===== src/rtl/bcd_alarm_pkg.sv =====
package bcd_alarm_pkg;
  localparam int FIELDS   = 4;
  localparam int F_SEC    = 0;
  localparam int F_MIN    = 1;
  localparam int F_HOUR   = 2;
  localparam int F_DATE   = 3;
  localparam int MASK_BIT = 7;

  typedef enum logic [2:0] {
    RPT_MONTH, RPT_DAY, RPT_HOUR, RPT_MINUTE, RPT_SECOND
  } repeat_e;

  // Write acceptance check for one alarm field.
  function automatic logic field_ok(input int idx, input logic [7:0] v);
    logic [3:0] lo;
    logic [2:0] hi;
    lo = v[3:0];
    hi = v[6:4];
    case (idx)
      F_SEC, F_MIN: field_ok = (lo <= 4'd9) && (hi <= 3'd5);
      F_HOUR:       field_ok = (lo <= 4'd9) &&
                               ((v[5:4] < 2'd2) || (v[5:4] == 2'd2 && lo <= 4'd3));
      F_DATE:       field_ok = (lo <= 4'd9) && (v[5:0] != 6'd0);
      default:      field_ok = 1'b0;
    endcase
  endfunction
endpackage


===== src/rtl/alarm_regfile.sv =====
module alarm_regfile
  import bcd_alarm_pkg::*;
#(
  parameter int ADDR_W    = 3,
  parameter int CTRL_ADDR = 4
) (
  input  logic                    clk,
  input  logic                    rst_n,
  input  logic                    wr_en,
  input  logic [ADDR_W-1:0]       wr_addr,
  input  logic [7:0]              wr_data,
  input  logic [ADDR_W-1:0]       rd_addr,
  output logic [7:0]              rd_data,
  output logic [FIELDS-1:0][7:0]  alarm_q,
  output logic                    en_q
);
  for (genvar g = 0; g < FIELDS; g++) begin : g_field
    logic [7:0] q;
    logic       accept;
    assign accept = wr_en && (wr_addr == ADDR_W'(g)) && field_ok(g, wr_data);
    always_ff @(posedge clk) begin
      if (!rst_n)      q <= 8'h00;
      else if (accept) q <= wr_data;
    end
    assign alarm_q[g] = q;
  end

  always_ff @(posedge clk) begin
    if (!rst_n)                                          en_q <= 1'b0;
    else if (wr_en && wr_addr == ADDR_W'(CTRL_ADDR))     en_q <= wr_data[0];
  end

  always_comb begin
    rd_data = 8'h00;
    if (rd_addr == ADDR_W'(CTRL_ADDR)) rd_data = {7'd0, en_q};
    else if (int'(rd_addr) < FIELDS)   rd_data = alarm_q[rd_addr[1:0]];
  end
endmodule


===== src/rtl/alarm_match.sv =====
module alarm_match
  import bcd_alarm_pkg::*;
(
  input  logic [FIELDS-1:0][7:0] alarm_q,
  input  logic [7:0]             tod_sec,
  input  logic [7:0]             tod_min,
  input  logic [7:0]             tod_hour,
  input  logic [7:0]             tod_date,
  output logic                   hit
);
  logic [FIELDS-1:0] masks;
  repeat_e           mode;
  logic eq_sec, eq_min, eq_hour, eq_date;

  for (genvar g = 0; g < FIELDS; g++) begin : g_mask
    assign masks[g] = alarm_q[g][MASK_BIT];
  end

  always_comb begin
    case (masks)
      4'b0000: mode = RPT_MONTH;
      4'b1000: mode = RPT_DAY;
      4'b1100: mode = RPT_HOUR;
      4'b1110: mode = RPT_MINUTE;
      default: mode = RPT_SECOND;
    endcase
  end

  assign eq_sec  = alarm_q[F_SEC][6:0]  == tod_sec[6:0];
  assign eq_min  = alarm_q[F_MIN][6:0]  == tod_min[6:0];
  assign eq_hour = alarm_q[F_HOUR][5:0] == tod_hour[5:0];
  assign eq_date = alarm_q[F_DATE][5:0] == tod_date[5:0];

  always_comb begin
    case (mode)
      RPT_MONTH:  hit = eq_date && eq_hour && eq_min && eq_sec;
      RPT_DAY:    hit = eq_hour && eq_min && eq_sec;
      RPT_HOUR:   hit = eq_min && eq_sec;
      RPT_MINUTE: hit = eq_sec;
      default:    hit = 1'b1;
    endcase
  end
endmodule


===== src/rtl/alarm_pulse.sv =====
module alarm_pulse (
  input  logic clk,
  input  logic rst_n,
  input  logic tick,
  input  logic hit,
  input  logic en,
  output logic irq
);
  always_ff @(posedge clk) begin
    if (!rst_n) irq <= 1'b0;
    else        irq <= tick && hit && en;
  end
endmodule


===== src/rtl/bcd_alarm_top.sv =====
module bcd_alarm_top
  import bcd_alarm_pkg::*;
#(
  parameter int ADDR_W    = 3,
  parameter int CTRL_ADDR = 4
) (
  input  logic              clk,
  input  logic              rst_n,
  input  logic              wr_en,
  input  logic [ADDR_W-1:0] wr_addr,
  input  logic [7:0]        wr_data,
  input  logic [ADDR_W-1:0] rd_addr,
  output logic [7:0]        rd_data,
  input  logic              tick,
  input  logic [7:0]        tod_sec,
  input  logic [7:0]        tod_min,
  input  logic [7:0]        tod_hour,
  input  logic [7:0]        tod_date,
  output logic              irq
);
  logic [FIELDS-1:0][7:0] alarm_regs;
  logic                   alarm_en;
  logic                   alarm_hit;

  alarm_regfile #(.ADDR_W(ADDR_W), .CTRL_ADDR(CTRL_ADDR)) u_regs (
    .clk(clk), .rst_n(rst_n), .wr_en(wr_en), .wr_addr(wr_addr),
    .wr_data(wr_data), .rd_addr(rd_addr), .rd_data(rd_data),
    .alarm_q(alarm_regs), .en_q(alarm_en)
  );

  alarm_match u_match (
    .alarm_q(alarm_regs), .tod_sec(tod_sec), .tod_min(tod_min),
    .tod_hour(tod_hour), .tod_date(tod_date), .hit(alarm_hit)
  );

  alarm_pulse u_pulse (
    .clk(clk), .rst_n(rst_n), .tick(tick), .hit(alarm_hit),
    .en(alarm_en), .irq(irq)
  );
endmodule


===== config.mk =====
export PLATFORM = sky130hd
export DESIGN_NAME = bcd_alarm_top
export DESIGN_NICKNAME = d
export VERILOG_FILES = /design/src/rtl/bcd_alarm_pkg.sv /design/src/rtl/alarm_regfile.sv /design/src/rtl/alarm_match.sv /design/src/rtl/alarm_pulse.sv /design/src/rtl/bcd_alarm_top.sv
export SDC_FILE = /design/constraint.sdc
export NUM_CORES = 1
export LEC_CHECK = 0
export BUFFER_PORTS_ARGS = -buffer_cell sky130_fd_sc_hd__buf_2
export CAP_MARGIN = 20
export CORE_MARGIN = 1
export CORE_UTILIZATION = 25
export DETAILED_ROUTE_END_ITERATION = 10
export GPL_TIMING_DRIVEN = 1
export PLACE_DENSITY = 0.53
export SKIP_LAST_GASP = 1
export SLEW_MARGIN = 20
export SYNTH_ARGS = -nofsm -noshare
export SYNTH_HDL_FRONTEND = slang
export SYNTH_SLANG_ARGS = --single-unit

===== constraint.sdc =====
create_clock -name clk -period 3.4 [get_ports clk]
set_clock_uncertainty 0.1 [all_clocks]
set_input_delay 0.51 -clock clk [delete_from_list [all_inputs] [get_ports clk]]
set_output_delay 0.51 -clock clk [all_outputs]
set_load 0.05 [all_outputs]

==> results.py, run 1 <==
metrics = {
    "synth": {
        "synth_cells": 191,
        "yosysUniqueCellTypes": 28,
        "ys_warn_count": 0,
        "ys_seq_area_frac": 0.350,
        "syn_avg_cell_area_um2": 10.2,
        "yosys_register_bits": 34,
        "synth_fp_nets": 241,
        "syn_area_um2": 1940,
    },
    "clocking": {
        "insertion_delay_ns": 0.29,
        "cts_tree": "yes",
        "clk_pin_slew_ns": 0.07,
        "cts_resized": 0,
        "postCtsSetupBuffers": 0,
        "cts_buffer_depth": 2,
        "cts_buffers": 5,
        "clock_sinks": 34,
        "htree_levels": 2,
        "ctsHoldBuffers": 0,
        "root_buffer": "clkbuf_8",
    },
    "routing": {
        "drc_errors": 0,
        "avgViaCountPerCell": 4.46,
        "dr.pass1.iters": 4,
        "antenna_left": 0,
        "routedWlPerCell_um": 14.9,
        "wirelength_um": 5110,
        "drtIter0Drc": 53,
        "vias": 1524,
    },
    "worst_setup_path": {
        "crit_path_cell_trace": "buf_2 > mux4_2 > nor2b_1 > buf_2",
        "r2r-start": "u_regs.g_field[3].q[4]",
        "cpMaxStageDelayCell": "mux4_2",
        "critPathMaxFanout": 9,
        "slowest_delay_ns": 0.55,
        "crit_start": "rd_addr[0]",
        "crit_family": "multiplexers",
        "critPathArrivalTime_ns": 1.67,
        "critPathRequiredTime_ns": 2.79,
        "cpMostUsedCell": "buf_2",
        "critPathKind": "primary input to primary output",
        "crit_buf_inv": 2,
        "start_kind": "primary input",
        "crit_path_end_kind": "primary output",
    },
    "run_status": {
        "outcome": "completed",
    },
    "placement": {
        "place_congestion": 0.752,
        "placement.io_buffers": 52,
        "post-dp-hpwl_um": 4010,
        "dp.cells": 334,
    },
    "power": {
        "clkPwrFrac": 0.377,
        "power.share.switching": 0.252,
        "power_switching_w": 0.000209,
        "powerDensity_nw_per_um2": 347,
        "ir_drop_mv": 0.104,
        "pwr-share-comb": 0.129,
        "p_int_w": 0.000619,
        "seq_power_share": 0.494,
        "p_leak_nw": 1.05,
    },
    "cells_and_area": {
        "diodes": 0,
        "post-route-util": 0.324,
        "drive_gt1_frac": 0.296,
        "seqCellArea_um2": 681,
        "layoutNonFillerInstCount": 342,
        "n_fill_cell": 801,
        "multi_input_area_um2": 1220,
        "area_growth_syn_to_layout_pct": 22.9,
        "mostFrequentLayoutCell": "buf_2",
        "fin_nets": 292,
        "layout_common_cells": "buf_2, nor2b_1, dfxtp_1, mux2i_1, xnor2_1",
    },
    "sta": {
        "fmax_ghz": 0.440,
        "post-route-period-util": 0.669,
        "rsz0062_at_grt": "no",
        "tightest_slew_ns": 0.700,
        "hold_viol_final": 0,
        "finalMaxSlewViolations": 0,
        "final-setup-viol-count": 0,
        "min_period_ns": 2.28,
        "relSlewSlack": 0.531,
        "setup-tns-final_ns": 0,
    },
    "floorplan": {
        "initial_utilization": 0.264,
        "core_region_area_um2": 7370,
        "die_w_um": 90.2,
        "die_y_um": 90.2,
        "design.die.area_um2": 8130,
        "rows": 31,
        "io_pins": 59,
    },
    "global_routing": {
        "grt_pass1_wl_um": 8220,
        "grt_max_degree": 35,
        "track_usage": 0.134,
        "overflow": 0,
        "antenna_found_initial": 0,
        "grt_pass1_vias": 1504,
    },
    "run": {
        "cap_violations": 0,
    },
    "worst_hold_path": {
        "min-delay-start": "u_regs.g_field[3].q[1]",
        "hold_path_class": "flop to flop",
    },
}
==> metal layers <==
layer / up-vias / global-route usage / share of wire
li1: 776 / - / -
met5: - / 0 / 0
met1: 689 / 0.196 / 0.50
met4: 0 / 0.0444 / 0.014
met3: 8 / 0.0288 / 0.052
met2: 51 / 0.191 / 0.43
==> per-stage QoR <==
| step | instance area, µm² | total power [W] | worst slack (ns) | hold slack (ns) |
|---|---|---|---|---|
| 2_1_floorplan | 1940 | 0.000476 | 0.636 | 0.365 |
| 3_3_place_gp | 2300 | 0.000526 | 1.03 | 0.399 |
| 3_5_place_dp | 2300 | 0.000527 | 0.989 | 0.414 |
| 4_1_cts | 2390 | 0.000839 | 1.10 | 0.422 |
| 5_1_grt | 2390 | 0.000866 | 1.01 | 0.435 |
| 6_report | 2390 | 0.000828 | 1.12 | 0.416 |
==> cells by family after synthesis <==
group | after synthesis | share of synthesized area
AO/OA/AOI/OAI | 16 | 0.0650
XOR/XNOR | 26 | 0.117
buffers and inverters | 10 | 0.0212
flip-flops | 34 | 0.350
multiplexers | 35 | 0.232
AND/OR/NAND/NOR | 70 | 0.215
==> registers in the layout, indices dropped and copies added (netlist names) <==
signal	cells
u_regs.g_field.q	32
u_pulse.irq	1
u_regs.en_q	1
==> cell type report <==
| type | count | area share |
|---|---|---|
| inverter | 1 | 0.00157 |
| clock inverter | 1 | 0.00209 |
| multi-input combinational | 147 | 0.512 |
| sequential | 34 | 0.285 |
| timing repair buffer | 53 | 0.112 |
| tap | 99 | 0.0518 |
| clock buffer | 7 | 0.0361 |
==> power groups by stage <==
stage / registers (W) / clock network (W) / logic, W
final: 0.000409 / 0.000313 / 0.000107
after floorplan: 0.000416 / 0 / 0.0000597
after CTS: 0.000409 / 0.000321 / 0.000109
after global routing: 0.000409 / 0.000339 / 0.000118
after global placement: 0.000418 / 0 / 0.000108
after detailed placement: 0.000418 / 0 / 0.000109
==> final timing paths <==
check	slack (ns)	cells past startpoint	end
worst max-delay path	1.12	4	rd_data[7]
worst min-delay path	0.42	2	u_regs.g_field[3].q[1]
worst max register to register	2.01	5	u_pulse.irq
worst min register to register	0.42	2	u_regs.g_field[3].q[1]
==> cells in the mapped netlist, drive strengths merged <==
master / number / area [µm²]
nor2: 4 / 15.0
nor4bb: 1 / 10.0
clkbuf: 6 / 22.5
and3b: 1 / 8.76
o41ai: 2 / 36.3
nor3: 3 / 15.0
nand4b: 1 / 8.76
o21ai: 4 / 20.0
a21oi: 2 / 10.0
or3: 1 / 11.3
nor4: 1 / 6.26
xor2: 5 / 43.8
inv: 1 / 3.75
mux4: 8 / 180
nand3: 6 / 40.0
and3: 1 / 6.26
buf: 3 / 15.0
a21boi: 3 / 22.5
xnor2: 21 / 184
o31ai: 2 / 15.0
nand4: 5 / 31.3
dfxtp: 34 / 681
nand2: 9 / 33.8
mux2i: 27 / 270
a22oi: 3 / 22.5
nor2b: 37 / 231
==> worst reg2reg max path: cells and delay by family, from the launching register on <==
kind             cells  cell delay (ns)
flip-flops           1             0.41
XOR/XNOR             1             0.13
AO/OA/AOI/OAI        3             0.57
AND/OR/NAND/NOR      1             0.12
(Power assumes the default switching activity.)
==> inputs of run 2 (changes only) <==
--- a/config.mk
+++ b/config.mk
@@ -5,13 +5,14 @@
 export SDC_FILE = /design/constraint.sdc
 export NUM_CORES = 1
 export LEC_CHECK = 0
+export ABC_AREA = 1
 export BUFFER_PORTS_ARGS = -buffer_cell sky130_fd_sc_hd__buf_2
 export CAP_MARGIN = 20
 export CORE_MARGIN = 1
 export CORE_UTILIZATION = 25
 export DETAILED_ROUTE_END_ITERATION = 10
 export GPL_TIMING_DRIVEN = 1
-export PLACE_DENSITY = 0.53
+export PLACE_DENSITY = 0.54
 export SKIP_LAST_GASP = 1
 export SLEW_MARGIN = 20
 export SYNTH_ARGS = -nofsm -noshare
==> constraint.sdc (replaced) <==
create_clock -name clk -period 1.9 [get_ports clk]
set_clock_uncertainty 0.1 [all_clocks]
set_input_delay 0.285 -clock clk [delete_from_list [all_inputs] [get_ports clk]]
set_output_delay 0.285 -clock clk [all_outputs]
set_load 0.05 [all_outputs]
==> results.py, run 2 <==
metrics = {
    "synth": {
        "yosysMostFrequentCell": "nor2_1",
        "synthArstFlopShare": 0,
        "synth_edf_count": 0,
        "yosysUniqueCellTypes": 29,
        "synth_top_cell_by_area": "dfxtp_1",
        "synth_fp_nets": 345,
        "synth_common_cells": "nor2_1, nand2_1, o21ai_0",
        "ys_seq_area_frac": 0.344,
        "ys_warn_count": 0,
        "synth_cells": 295,
        "syn_avg_cell_area_um2": 6.71,
        "synth_ff_type": "dfxtp_1",
        "synth_area_leaders": "dfxtp_1, o21ai_0, nor2_1",
        "yosys_register_bits": 34,
        "syn_area_um2": 1980,
        "synth_top_cell_area_share": 0.344,
    },
    "floorplan": {
        "io_pins": 59,
        "initial_utilization": 0.257,
        "design.die.area_um2": 8280,
        "core_region_area_um2": 7690,
        "rows": 32,
        "die_y_um": 91.0,
        "die_w_um": 91.0,
    },
    "clocking": {
        "cts_tree": "yes",
        "htree_levels": 2,
        "insertion_delay_ns": 0.30,
        "ctsHoldBuffers": 0,
        "clock_sinks": 34,
        "cts_buffers": 5,
        "cts_resized": 0,
        "clk_pin_slew_ns": 0.07,
        "cts_buffer_depth": 2,
        "root_buffer": "clkbuf_8",
        "postCtsSetupBuffers": 0,
    },
    "routing": {
        "vias": 2047,
        "drc_errors": 0,
        "routedWlPerCell_um": 12.8,
        "antenna_left": 0,
        "dr.pass1.iters": 4,
        "avgViaCountPerCell": 4.52,
        "wirelength_um": 5790,
        "drtIter0Drc": 70,
    },
    "sta": {
        "final-setup-viol-count": 0,
        "layout_setup_ws_ns": 0.116,
        "min_period_ns": 1.78,
        "hold_viol_final": 0,
        "fmax_ghz": 0.561,
        "setup-tns-final_ns": 0,
        "relSlewSlack": 0.482,
        "finalMaxSlewViolations": 0,
        "post-route-period-util": 0.939,
        "whs_ns": 0.133,
        "rsz0062_at_grt": "no",
        "tightest_slew_ns": 0.774,
    },
    "global_routing": {
        "overflow": 0,
        "grt_pass1_vias": 1879,
        "grt_pass1_wl_um": 9300,
        "track_usage": 0.146,
        "antenna_found_initial": 0,
        "grt_max_degree": 34,
    },
    "worst_setup_path": {
        "r2r-start": "u_regs.g_field[0].q[0]",
        "critPathMaxFanout": 4,
        "crit_start": "u_regs.g_field[1].q[7]",
        "critPathArrivalTime_ns": 1.40,
        "crit_path_end_kind": "primary output",
        "critPathKind": "flop to primary output",
        "slowest_delay_ns": 0.38,
        "cpMaxStageDelayCell": "dfxtp_1",
        "critPathRequiredTime_ns": 1.51,
        "start_kind": "flop",
        "crit_path_cell_trace": "inv_1 > a21oi_1 > o21ai_0 > a21oi_2 > buf_2",
    },
    "cells_and_area": {
        "area_growth_syn_to_layout_pct": 26.8,
        "diodes": 0,
        "fin_nets": 400,
        "layout_common_cells": "buf_2, nor2_1, nand2_1, o21ai_0, dfxtp_1",
        "largestRegisters": "u_regs.g_field.q x32, u_pulse.irq x1, u_regs.en_q x1",
        "mostFrequentLayoutCell": "buf_2",
        "largest_reg_flops": 32,
        "n_fill_cell": 893,
        "drive_gt1_frac": 0.254,
        "regMostFlops": "u_regs.g_field.q",
        "post-route-util": 0.326,
    },
    "placement": {
        "place_ws_ns": 0.0972,
        "post-dp-hpwl_um": 4490,
        "place_congestion": 0.857,
        "placement.io_buffers": 52,
    },
    "worst_hold_path": {
        "min-delay-start": "tick",
        "hold_path_class": "primary input to flop",
    },
    "power": {
        "p_leak_nw": 1.10,
        "powerDensity_nw_per_um2": 682,
        "ir_drop_mv": 0.353,
    },
    "run": {
        "cap_violations": 0,
    },
    "run_status": {
        "outcome": "completed",
    },
}
-- run 2: cell count changes in the layout (fill, tap and decap cells not counted), sizes merged, moves of 5 or more --
| cell | delta |
|---|---|
| mux4 | -8 |
| nor2 | +48 |
| buf | +5 |
| nand2 | +40 |
| xnor2 | -8 |
| inv | +33 |
| o21ai | +41 |
| a21oi | +33 |
| mux2i | -27 |
| nor2b | -37 |
-- run 2: kinds of logic (layout without fill, tap and decap cells) --
kind of cell,after synthesis,count (layout),synth area share
and+or+nand+nor,115,115,0.255
AOI/OAI and AO/OA,85,85,0.237
buffers and inverters,44,100,0.0891
DFF,34,34,0.344
xor gates and xnor gates,17,17,0.0752
-- run 2: critical path: cells and delay by family (launching register included) --
kind,cells,cell delay [ns]
buf+inv,2,0.35
flops,1,0.38
compound gates,3,0.37
-- run 2: cell type report --
class / count / area [µm²] / share of cell area
multi-input cells: 217 / 1160 / 0.461
flip-flops and latches: 34 / 681 / 0.271
repair buffers: 58 / 308 / 0.123
inverters: 34 / 128 / 0.0508
well taps: 102 / 128 / 0.0508
clock buffers: 5 / 68.8 / 0.0274
clock inverters: 3 / 40.0 / 0.0160
-- run 2: metal layers --
metal,vias to the layer above,wire (µm),global-route usage,share of wire
met4,0,78,0.0476,0.013
li1,1066,-,-,-
met5,-,0,0,0
met3,7,243,0.0310,0.042
met1,923,2870,0.199,0.50
met2,51,2590,0.229,0.45
-- run 2: final timing paths --
kind | end | slack [ns] | depth (start not counted)
worst max-delay path | rd_data[7] | 0.12 | 5
worst min-delay path | u_pulse.irq | 0.13 | 3
worst max register to register | u_pulse.irq | 0.44 | 5
worst min register to register | u_regs.g_field[3].q[6] | 0.37 | 2
-- run 2: report_power, final --
group	leakage, nW	internal, W	switching, W
clock network	0.0579	0.000386	0.000296
registers	0.275	0.000728	0.0000120
logic	0.766	0.000107	0.000183
-- run 2: per-stage QoR --
step | cells | cell area (µm²) | total power (W)
6_report | 453 | 2510 | 0.00171
5_1_grt | 453 | 2510 | 0.00178
4_1_cts | 453 | 2500 | 0.00172
3_5_place_dp | 445 | 2390 | 0.00105
3_3_place_gp | 445 | 2390 | 0.00104
2_1_floorplan | 295 | 2010 | 0.000928
